==> src/rtl/hsi_pkg.sv <==
package hsi_pkg;
    localparam int STS_W = 11;

    // Status bit positions
    localparam int B_BUSY    = 10;
    localparam int B_BLOCK   = 9;
    localparam int B_SDIO    = 8;
    localparam int B_REW     = 7;
    localparam int B_CMDTO   = 6;
    localparam int B_CRC16   = 5;
    localparam int B_CRC7    = 4;
    localparam int B_FIFOERR = 3;
    localparam int B_DATA    = 0;

    // Config enable positions
    localparam int E_BUSY  = 10;
    localparam int E_BLOCK = 8;
    localparam int E_SDIO  = 5;
    localparam int E_DATA  = 4;

    localparam logic [STS_W-1:0] EVT_MASK  = 11'h7F8;
    localparam logic [STS_W-1:0] CFG_WMASK = 11'h53F;
    localparam logic [STS_W-1:0] ERR_MASK  = 11'h0F8;

    localparam int IRQ_SRCS = 4;

    typedef enum logic {
        SEL_STATUS = 1'b0,
        SEL_CONFIG = 1'b1
    } sel_e;
endpackage

==> src/rtl/hsi_flag_bank.sv <==
module hsi_flag_bank #(
    parameter int W = hsi_pkg::STS_W,
    parameter logic [W-1:0] MASK = hsi_pkg::EVT_MASK
) (
    input  logic         clk,
    input  logic         rst_n,
    input  logic [W-1:0] set_vec,
    input  logic [W-1:0] clr_vec,
    output logic [W-1:0] flags
);
    logic unused_bits;
    assign unused_bits = ^(set_vec & ~MASK) ^ ^(clr_vec & ~MASK);

    for (genvar i = 0; i < W; i++) begin : g_bit
        if (MASK[i]) begin : g_live
            logic q;
            always_ff @(posedge clk) begin
                if (!rst_n)
                    q <= 1'b0;
                else
                    q <= set_vec[i] | (q & ~clr_vec[i]);
            end
            assign flags[i] = q;
        end else begin : g_tied
            assign flags[i] = 1'b0;
        end
    end
endmodule

==> src/rtl/hsi_cfg_reg.sv <==
module hsi_cfg_reg #(
    parameter int W = hsi_pkg::STS_W,
    parameter logic [W-1:0] WMASK = hsi_pkg::CFG_WMASK
) (
    input  logic         clk,
    input  logic         rst_n,
    input  logic         we,
    input  logic [W-1:0] wdata,
    output logic [W-1:0] cfg
);
    always_ff @(posedge clk) begin
        if (!rst_n)
            cfg <= '0;
        else if (we)
            cfg <= wdata & WMASK;
    end
endmodule

==> src/rtl/hsi_irq_merge.sv <==
module hsi_irq_merge #(
    parameter int N = hsi_pkg::IRQ_SRCS
) (
    input  logic         clk,
    input  logic         rst_n,
    input  logic [N-1:0] src,
    input  logic [N-1:0] en,
    output logic         irq
);
    always_ff @(posedge clk) begin
        if (!rst_n)
            irq <= 1'b0;
        else
            irq <= |(src & en);
    end
endmodule

==> src/rtl/host_status_irq.sv <==
module host_status_irq #(
    parameter int REG_W = 32
) (
    input  logic             clk,
    input  logic             rst_n,
    input  logic             bus_wr,
    input  logic             bus_addr,
    input  logic [REG_W-1:0] bus_wdata,
    output logic [REG_W-1:0] bus_rdata,
    input  logic             ev_busy_i,
    input  logic             ev_block_i,
    input  logic             ev_sdio_i,
    input  logic             ev_rew_tmo_i,
    input  logic             ev_cmd_tmo_i,
    input  logic             ev_crc16_i,
    input  logic             ev_crc7_i,
    input  logic             ev_fifo_err_i,
    input  logic             fifo_flag_i,
    output logic             irq_o
);
    import hsi_pkg::*;

    localparam int PAD_W = REG_W - STS_W;

    logic [STS_W-1:0] set_vec;
    logic [STS_W-1:0] clr_vec;
    logic [STS_W-1:0] flags_q;
    logic [STS_W-1:0] cfg_q;
    logic [STS_W-1:0] sts_view;
    logic [IRQ_SRCS-1:0] irq_src;
    logic [IRQ_SRCS-1:0] irq_en;
    logic             wr_sts;
    logic             wr_cfg;
    logic             unused_hi;

    assign unused_hi = ^bus_wdata[REG_W-1:STS_W];

    assign wr_sts = bus_wr && (sel_e'(bus_addr) == SEL_STATUS);
    assign wr_cfg = bus_wr && (sel_e'(bus_addr) == SEL_CONFIG);

    always_comb begin
        set_vec            = '0;
        set_vec[B_BUSY]    = ev_busy_i;
        set_vec[B_BLOCK]   = ev_block_i;
        set_vec[B_SDIO]    = ev_sdio_i;
        set_vec[B_REW]     = ev_rew_tmo_i;
        set_vec[B_CMDTO]   = ev_cmd_tmo_i;
        set_vec[B_CRC16]   = ev_crc16_i;
        set_vec[B_CRC7]    = ev_crc7_i;
        set_vec[B_FIFOERR] = ev_fifo_err_i;
    end

    assign clr_vec = wr_sts ? (bus_wdata[STS_W-1:0] & EVT_MASK) : '0;

    hsi_flag_bank #(.W(STS_W), .MASK(EVT_MASK)) u_flags (
        .clk     (clk),
        .rst_n   (rst_n),
        .set_vec (set_vec),
        .clr_vec (clr_vec),
        .flags   (flags_q)
    );

    hsi_cfg_reg #(.W(STS_W), .WMASK(CFG_WMASK)) u_cfg (
        .clk   (clk),
        .rst_n (rst_n),
        .we    (wr_cfg),
        .wdata (bus_wdata[STS_W-1:0]),
        .cfg   (cfg_q)
    );

    // Live data flag sits in bit 0 of the status view
    always_comb begin
        sts_view         = flags_q;
        sts_view[B_DATA] = fifo_flag_i;
    end

    assign irq_src = {flags_q[B_BUSY], flags_q[B_BLOCK], flags_q[B_SDIO], fifo_flag_i};
    assign irq_en  = {cfg_q[E_BUSY],   cfg_q[E_BLOCK],   cfg_q[E_SDIO],   cfg_q[E_DATA]};

    hsi_irq_merge #(.N(IRQ_SRCS)) u_irq (
        .clk   (clk),
        .rst_n (rst_n),
        .src   (irq_src),
        .en    (irq_en),
        .irq   (irq_o)
    );

    always_comb begin
        unique case (sel_e'(bus_addr))
            SEL_STATUS: bus_rdata = {{PAD_W{1'b0}}, sts_view};
            SEL_CONFIG: bus_rdata = {{PAD_W{1'b0}}, cfg_q};
            default:    bus_rdata = '0;
        endcase
    end
endmodule

==> config.mk <==
export PLATFORM = sky130hd
export DESIGN_NAME = host_status_irq
export DESIGN_NICKNAME = d
export VERILOG_FILES = /design/src/rtl/hsi_pkg.sv /design/src/rtl/hsi_flag_bank.sv /design/src/rtl/hsi_cfg_reg.sv /design/src/rtl/hsi_irq_merge.sv /design/src/rtl/host_status_irq.sv
export SDC_FILE = /design/constraint.sdc
export NUM_CORES = 1
export LEC_CHECK = 0
export ABC_CLOCK_PERIOD_IN_PS = 900
export BUFFER_PORTS_ARGS = -buffer_cell sky130_fd_sc_hd__buf_2
export CORE_ASPECT_RATIO = 0.9
export CORE_MARGIN = 1.5
export CORE_UTILIZATION = 35
export CTS_CLUSTER_SIZE = 28
export DETAILED_ROUTE_END_ITERATION = 7
export PLACE_DENSITY_LB_ADDON = 0.2
export SLEW_MARGIN = 20
export SYNTH_ARGS = -nofsm -noshare
export SYNTH_HDL_FRONTEND = slang
export SYNTH_SLANG_ARGS = --single-unit
==> constraint.sdc <==
create_clock -name clk -period 0.9 [get_ports clk]
set_input_delay 0.18 -clock clk [delete_from_list [all_inputs] [get_ports clk]]
set_output_delay 0.18 -clock clk [all_outputs]
set_load 0.1 [all_outputs]
==> impl_summary.md, run 1 <==
Clocking
The clock network latency to the later pin of the worst-skew pair is 0.30 ns. Counting the buffers created by CTS gives 3. The number of hold buffers added after CTS was 0. Counting every sink on the clock net gives 17. TritonCTS built the clock tree.

After clock tree synthesis, the clock-pin slew on the worst setup and hold paths is 0.10 ns. No sink is reached through more buffers than the 2 on the longest clock path. The tree is rooted in a clkbuf_4. CTS built an H-tree with a depth of 1.

Setup path
The worst path arrival time is 1.08 ns. The largest driver fanout on the critical path is 2. The element type at the critical path start is a flip-flop. Data on the critical path is required at its endpoint by 0.72 ns. The setup path with the least slack is of type flip-flop to output port. The category of the worst setup path capture point is an output port.

Run status
The final reports fail on negative setup slack. The flow ran to the end, but the final reports show violations.

Cells and area
Measured on the finished design, the core utilization comes to 0.567. Compared with the post-synthesis result, the final layout area differs by 48.2%. The number of fill cells is 232. The repair_antennas step left the layout with diodes totalling 0.

The share of final-layout standard cells stronger than drive strength 1 is 0.481. The net count of the finished layout is 200.

Routing
The detailed-routing iteration count for the pre-antenna-repair pass is 3. Signal routing reaches up to met4. After detailed routing, the total wire length is 2.09 mm.

After detailed routing, the wire length on met1 is 881 µm. In the detailed route, the total length drawn on met3 is 134 µm. The wire length per cell is 11.5 µm. After detailed routing, the number of remaining DRC violations is 0. The wire length on met2 is 1.05 mm. The initial detailed-routing violation count is 8. The via count normalized by instance count is 4.58. The count of nets left with antenna violations after detail routing is 0. The via total after detailed routing is 833.

Logic synthesis
For this run, the number of Yosys warnings is 0. Synthesis instantiated 17 different standard cells from the library. In this run the mean area of a mapped cell was 8.97 µm². The synthesized netlist occupies a cell area of 968 µm². The sequential-to-total area share from yosys stat is 0.351. Counting every instance in the synthesized netlist gives 108. The register bit total from synthesis is 17.

Floorplan
The region available for standard cell placement spans 2530 µm². The width of the chip is 58.4 µm. Row generation in the floorplan step produced 17 rows. The area of the die is 3090 µm². For this configuration, the core starts out at a cell density of 0.383. The floorplan step set the die height to 52.9 µm. 78 I/O pins were placed.

Placed design
The wire-length estimate of the detail-placed layout is 1.57 mm. The final weighted congestion in routability-driven placement is 0.737. The number of buffers added on ports is 35. Timing analysis after detailed placement gives a worst setup slack of -0.211 ns.

Timing
On the final layout, the worst clock skew is 0.00510 ns. The max-slew violation count is 0. For the finished layout, the period the worst path requires is 1.26 ns. The final period utilization is 1.41. Setup slack on the critical path of the routed design comes to -0.365 ns. Setup violations remaining at the end of the flow were counted as 12. The final count of hold timing violations is 0. The peak clock frequency supported by timing is 791 MHz.

Setup repair after global routing could not meet its margin everywhere.

Global routing
The via count of the first global-routing pass was 813. The wire length of the first global-routing pass is 3.36 mm. The initial antenna violation count was 0. For this run, the total global-route usage over all layers was measured as 0.146. Entering global routing, the biggest net connects 21 pins. The sum of overflow across all layers after global routing is 0.

Pwr
Cell internal power was estimated by the tool at 1260 µW. The peak supply drop is 0.00109 V. The overall power of the completed layout is 2310 µW. Of the total power, the share spent switching nets is 0.452. The fraction of power consumed by sequential logic is 0.359. The logic gate share of total power is 0.460. In this run the static leakage power is 0.000722 µW. The clock power share is 0.182. The net switching power is 1040 µW. Dividing total power by cell area gives a power density of 1610 nW/µm².

Run
The tool flagged a number of max-cap violations equal to 0.

Hold path
The class of the tightest hold or removal check is primary input to flip-flop.
layout by cell type (no fill, tap or decap):
cell      Yosys  final
clkinv_2      0      1
clkbuf_4      0      3
buf_12        0     13
a22oi_1       2      2
inv_1         8      8
and2_4        0      2
conb_1        1     21
o21ai_0       8      8
buf_4        22     13
dfxtp_2       0     10
a21boi_1      0      2
and3_1        8      8
buf_2         2     23
mux2_4        0      6
nor2b_1       4      1
nor2b_4       0      3
a21boi_0      9      7
o21a_1        8      8
dfxtp_1      17      7
a31oi_1       8      8
layer usage:
layer | vias up | GRT usage
met2 | 28 | 0.253
met1 | 380 | 0.166
li1 | 420 | -
met5 | - | 0
met3 | 5 | 0.0513
met4 | 0 | 0.0465
sequential cells by signal, indices dropped and copies added (netlist names):
signal and flops:
u_cfg.cfg 8, u_flags.g_bit.g_live.q 8, u_irq.irq 1
metrics by stage:
step	instance area (µm²)	setup TNS [ns]	hold WS, ns	cells
2_1_floorplan	1120	-1.55	0.280	128
3_3_place_gp	1390	-3.72	0.365	177
3_5_place_dp	1390	-3.88	0.367	177
4_1_cts	1430	-3.55	0.0276	182
5_1_grt	1440	-3.93	0.0259	182
6_report	1440	-3.42	0.0388	182
Yosys cell counts:
master | count | area share
o21ai_0 | 8 | 0.041
buf_6 | 1 | 0.012
and2_1 | 2 | 0.013
inv_1 | 8 | 0.031
and3_1 | 8 | 0.052
conb_1 | 1 | 0.0039
mux2_2 | 6 | 0.070
o21a_1 | 8 | 0.062
buf_8 | 1 | 0.015
clkbuf_2 | 1 | 0.0052
buf_4 | 22 | 0.17
a31oi_1 | 8 | 0.052
dfxtp_1 | 17 | 0.35
a22oi_1 | 2 | 0.015
buf_2 | 2 | 0.010
nor2b_1 | 4 | 0.026
a21boi_0 | 9 | 0.070
worst paths after layout:
path                                            startpoint                         to  slack [ns]  cells past startpoint
worst max-delay path            u_flags.g_bit[10].g_live.q              bus_rdata[10]       -0.36                      2
worst min-delay path                          bus_wdata[7]  u_flags.g_bit[7].g_live.q        0.04                      2
worst max register to register                u_cfg.cfg[4]               u_cfg.cfg[4]        0.04                      3
worst min register to register   u_flags.g_bit[7].g_live.q  u_flags.g_bit[7].g_live.q        0.55                      2
worst max-delay path, cell delays in order (launching register included):
cell and delay (ns):
dfxtp_2 0.34, mux2_4 0.28, buf_12 0.17
final cells by class:
| class | instances | area, µm² | share of cell area |
|---|---|---|---|
| Clock buffer | 3 | 22.5 | 0.0157 |
| Clock inverter | 1 | 5.00 | 0.00349 |
| Inverter | 8 | 30.0 | 0.0209 |
| Multi-Input combinational cell | 76 | 517 | 0.360 |
| Sequential cell | 17 | 353 | 0.246 |
| Tap cell | 28 | 35.0 | 0.0244 |
| Timing Repair Buffer | 49 | 473 | 0.330 |
power by group through the flow:
| stage | registers (µW) | clock network [µW] | logic (µW) |
|---|---|---|---|
| 2_1_floorplan | 849 | 0 | 858 |
| 3_3_place_gp | 837 | 0 | 1050 |
| 3_5_place_dp | 840 | 0 | 1050 |
| 4_1_cts | 825 | 433 | 1060 |
| 5_1_grt | 833 | 471 | 1100 |
| 6_report | 827 | 419 | 1060 |
what timing repair did:
| item | 4_1_cts | 5_1_grt |
|---|---|---|
| endpoints found under the setup margin | 12 | 14 |
| gates resized for setup | 5 | 6 |
| setup buffers | 1 | 0 |
kinds of logic (layout without fill, tap and decap cells):
| logic type | after synthesis | after routing | synth area share |
|---|---|---|---|
| AND/OR/NAND/NOR | 14 | 14 | 0.0904 |
| AO/OA/AOI/OAI | 35 | 35 | 0.240 |
| multiplexers | 6 | 6 | 0.0698 |
| other | 1 | 21 | 0.00387 |
| flip-flops | 17 | 17 | 0.351 |
| buffers and inverters | 35 | 61 | 0.244 |
(Power assumes the default switching activity.)
==> run 2: changes to the inputs <==
- ABC_CLOCK_PERIOD_IN_PS: 900 -> 1250
- CORE_UTILIZATION: 35 -> 42
- SYNTH_HIERARCHICAL: unset -> 1
- clock period: 0.9 -> 1.25 ns (I/O delays scaled with it)
==> run 2 against run 1 <==
Compared with the run above: highest routed layer unchanged; the run still ends with negative setup slack left; synthesized cell count is 4.6% higher; routed wire length is 0.62% lower; via count shrank 2.2%; core utilization grew 0.86 points.
==> impl_summary.md, run 2 <==
Logic synthesis
Synthesis handed over a netlist of 113 instances. The count of synthesis-stage warnings from yosys is 6. A synthesized cell averages 10.7 µm². In this run the cell area of the synthesized design comes to 1210 µm².

Clocking
The clock network latency to the later pin of the worst-skew pair is 0.30 ns. The hold-fix buffer count after cts is 0. The clock passes through at most 2 buffers.

The TritonCTS clock tree is yes. Clock-pin slew was measured on the worst setup and hold paths at 0.11 ns. The cell chosen for the clock root is clkbuf_4. The number of H-tree branching levels is 1. CTS saw 17 sinks. Buffers inserted during clock tree synthesis total 3.

Cells and area
Of the cells placed in the final design, the portion with a size suffix greater than 1 is 0.550. The net count of the finished layout is 197. Relative to the synthesized area, the layout overhead comes to 30.8%. The total non-filler cell area in the finished layout is 1580 µm². In the final layout, the registers with the most flip-flops are u_cfg/cfg x8, u_flags/g_bit.g_live.q x8, u_irq/irq x1. In the layout the commonest cells are 26 x conb_1, 22 x buf_2, 14 x buf_12, 13 x buf_4. The antenna diode instance count is 0. Leaving out fill and tap cells, the most frequent cell in the layout is conb_1.

Setup path
STA classifies the critical path startpoint as a flip-flop. At the worst endpoint, the required time is 1.00 ns. On the critical path, the stage with the largest delay is an instance of dfxtp_2. The launch point of the worst path is u_cfg/cfg[2]. The start of the worst register-to-register path is u_flags/g_bit[9].g_live.q.

The slack of the worst reg-to-reg path is 0.31 ns. Along the worst path, the maximum fanout reaches 2. For this run, the slowest stage of the critical path takes 0.34 ns. STA classifies the critical path endpoint as an output port.

The worst path arrival time is 1.09 ns. The critical path is of the flip-flop to output port type. Together, buffers and inverters on the worst path number 1. The signal on the critical path passes through mux2_4 > buf_12. Among cell families on the critical path, the largest total delay comes from flip-flops.

Run status
The run finished, with violations left. The checks that failed: negative setup slack.

Placed design
The worst slack at placement is -0.129 ns. The number of buffers added on ports is 35. After detailed placement, the total cell area comes to 1430 µm². The half-perimeter wire length after detailed placement is 1.55 mm. The final weighted congestion in routability-driven placement is 0.633.

Floorplan
For this configuration, the core starts out at a cell density of 0.440. The region available for standard cell placement spans 2750 µm². The height of the chip is 53.9 µm. The die is 59.5 µm wide. The number of core rows is 18. The area of the die is 3210 µm².

The top-level I/O count is 78.

Routing
Using the TritonRoute via totals, the vias-per-cell ratio works out to 4.27. The via total after detailed routing is 815. The final layout contains routed wiring with a total length of 2.08 mm. In this run the remaining antenna-violating nets after routing total 0. The initial detailed-routing violation count is 11. The number of DRC violations after detailed routing is 0. The detailed-routing iteration count for the pre-antenna-repair pass is 4.

In the final routed layout, each cell accounts on average for 10.9 µm.

Timing
The count of final setup violators is 11. Subtracting the final worst setup slack from the clock period gives 1.34 ns. The peak clock frequency supported by timing is 748 MHz.

Between clock sinks in the finished design, the worst skew comes to 0.0118 ns. The final count of hold timing violations came to 0. Across all setup checks in the final design, the least slack found is -0.0867 ns. The final period utilization is 1.07.

The max-slew violation count is 0. Setup repair after global routing could not meet its margin everywhere.

Pwr
For this design the static power due to leakage is 0.000789 µW. VDD sags by at most 0.000525 V. Dividing total power by cell area gives a power density of 1130 nW/µm².

Global routing
The initial antenna violation count is 0. Summed over all layers, the global routing overflow is 0. The wire length of the first global-routing pass is 3.48 mm. The largest net degree at the start of global routing is 18. The via count of the first global-routing pass is 766. For this run, the total global-route usage over all layers was measured as 0.151.

Hold path
The min-delay analysis places its worst path in the category primary input to flip-flop. In this run the most critical hold path is launched from ev_fifo_err_i.

Run
The tool flagged a number of max-cap violations equal to 0.
==> run 2: final cells by class <==
type / instances / area [µm²]
clock buffers: 3 / 22.5
clock inverters: 1 / 5.00
fillers: 251 / 1170
multi-input cells: 81 / 662
flip-flops and latches: 17 / 354
well taps: 40 / 50.0
repair buffers: 49 / 488
==> run 2: worst paths after layout <==
path | cells after the start | end
worst max register to register | 4 | u_irq/irq
worst min-delay path | 2 | u_flags/g_bit[3].g_live.q
worst max-delay path | 2 | bus_rdata[2]
worst min register to register | 2 | u_cfg/cfg[0]
==> run 2: timing repair <==
action                                  4_1_cts  5_1_grt
endpoints found under the setup margin       11       11
resized for setup                            22        2
cloned                                        0        0
setup buffers                                 7        2
==> run 2: layer usage <==
metal,GRT usage,wire (µm),share of wire,vias to the layer above
met5,0,0,0,-
met1,0.166,782,0.38,383
li1,-,-,-,389
met3,0.0481,148,0.071,4
met2,0.258,1120,0.54,39
met4,0.0852,31,0.015,0
==> run 2: through the flow <==
stage,std cells,hold WS (ns),TNS (ns),power [µW],util
final,191,0.148,-0.775,1790,0.576
after floorplan,136,0.374,0,1350,-
after CTS,189,0.140,-0.926,1800,0.569
after detailed placement,178,0.463,-1.62,1440,0.519
after global placement,178,0.458,-1.32,1430,0.519
after global routing,191,0.141,-1.26,1880,0.576
==> run 2: worst reg2reg max path, delay by kind of cell, from the launching register on <==
kind	cells	cell delay, ns
buffers and inverters	2	0.25
AOI/OAI and AO/OA	2	0.26
DFF	1	0.33
==> run 2: where the power goes <==
part / internal [µW] / leakage (µW) / switching (µW)
Clock: 119 / 0.0000177 / 183
Sequential: 578 / 0.000144 / 17.2
Combinational: 285 / 0.000627 / 610
Total: 983 / 0.000789 / 810
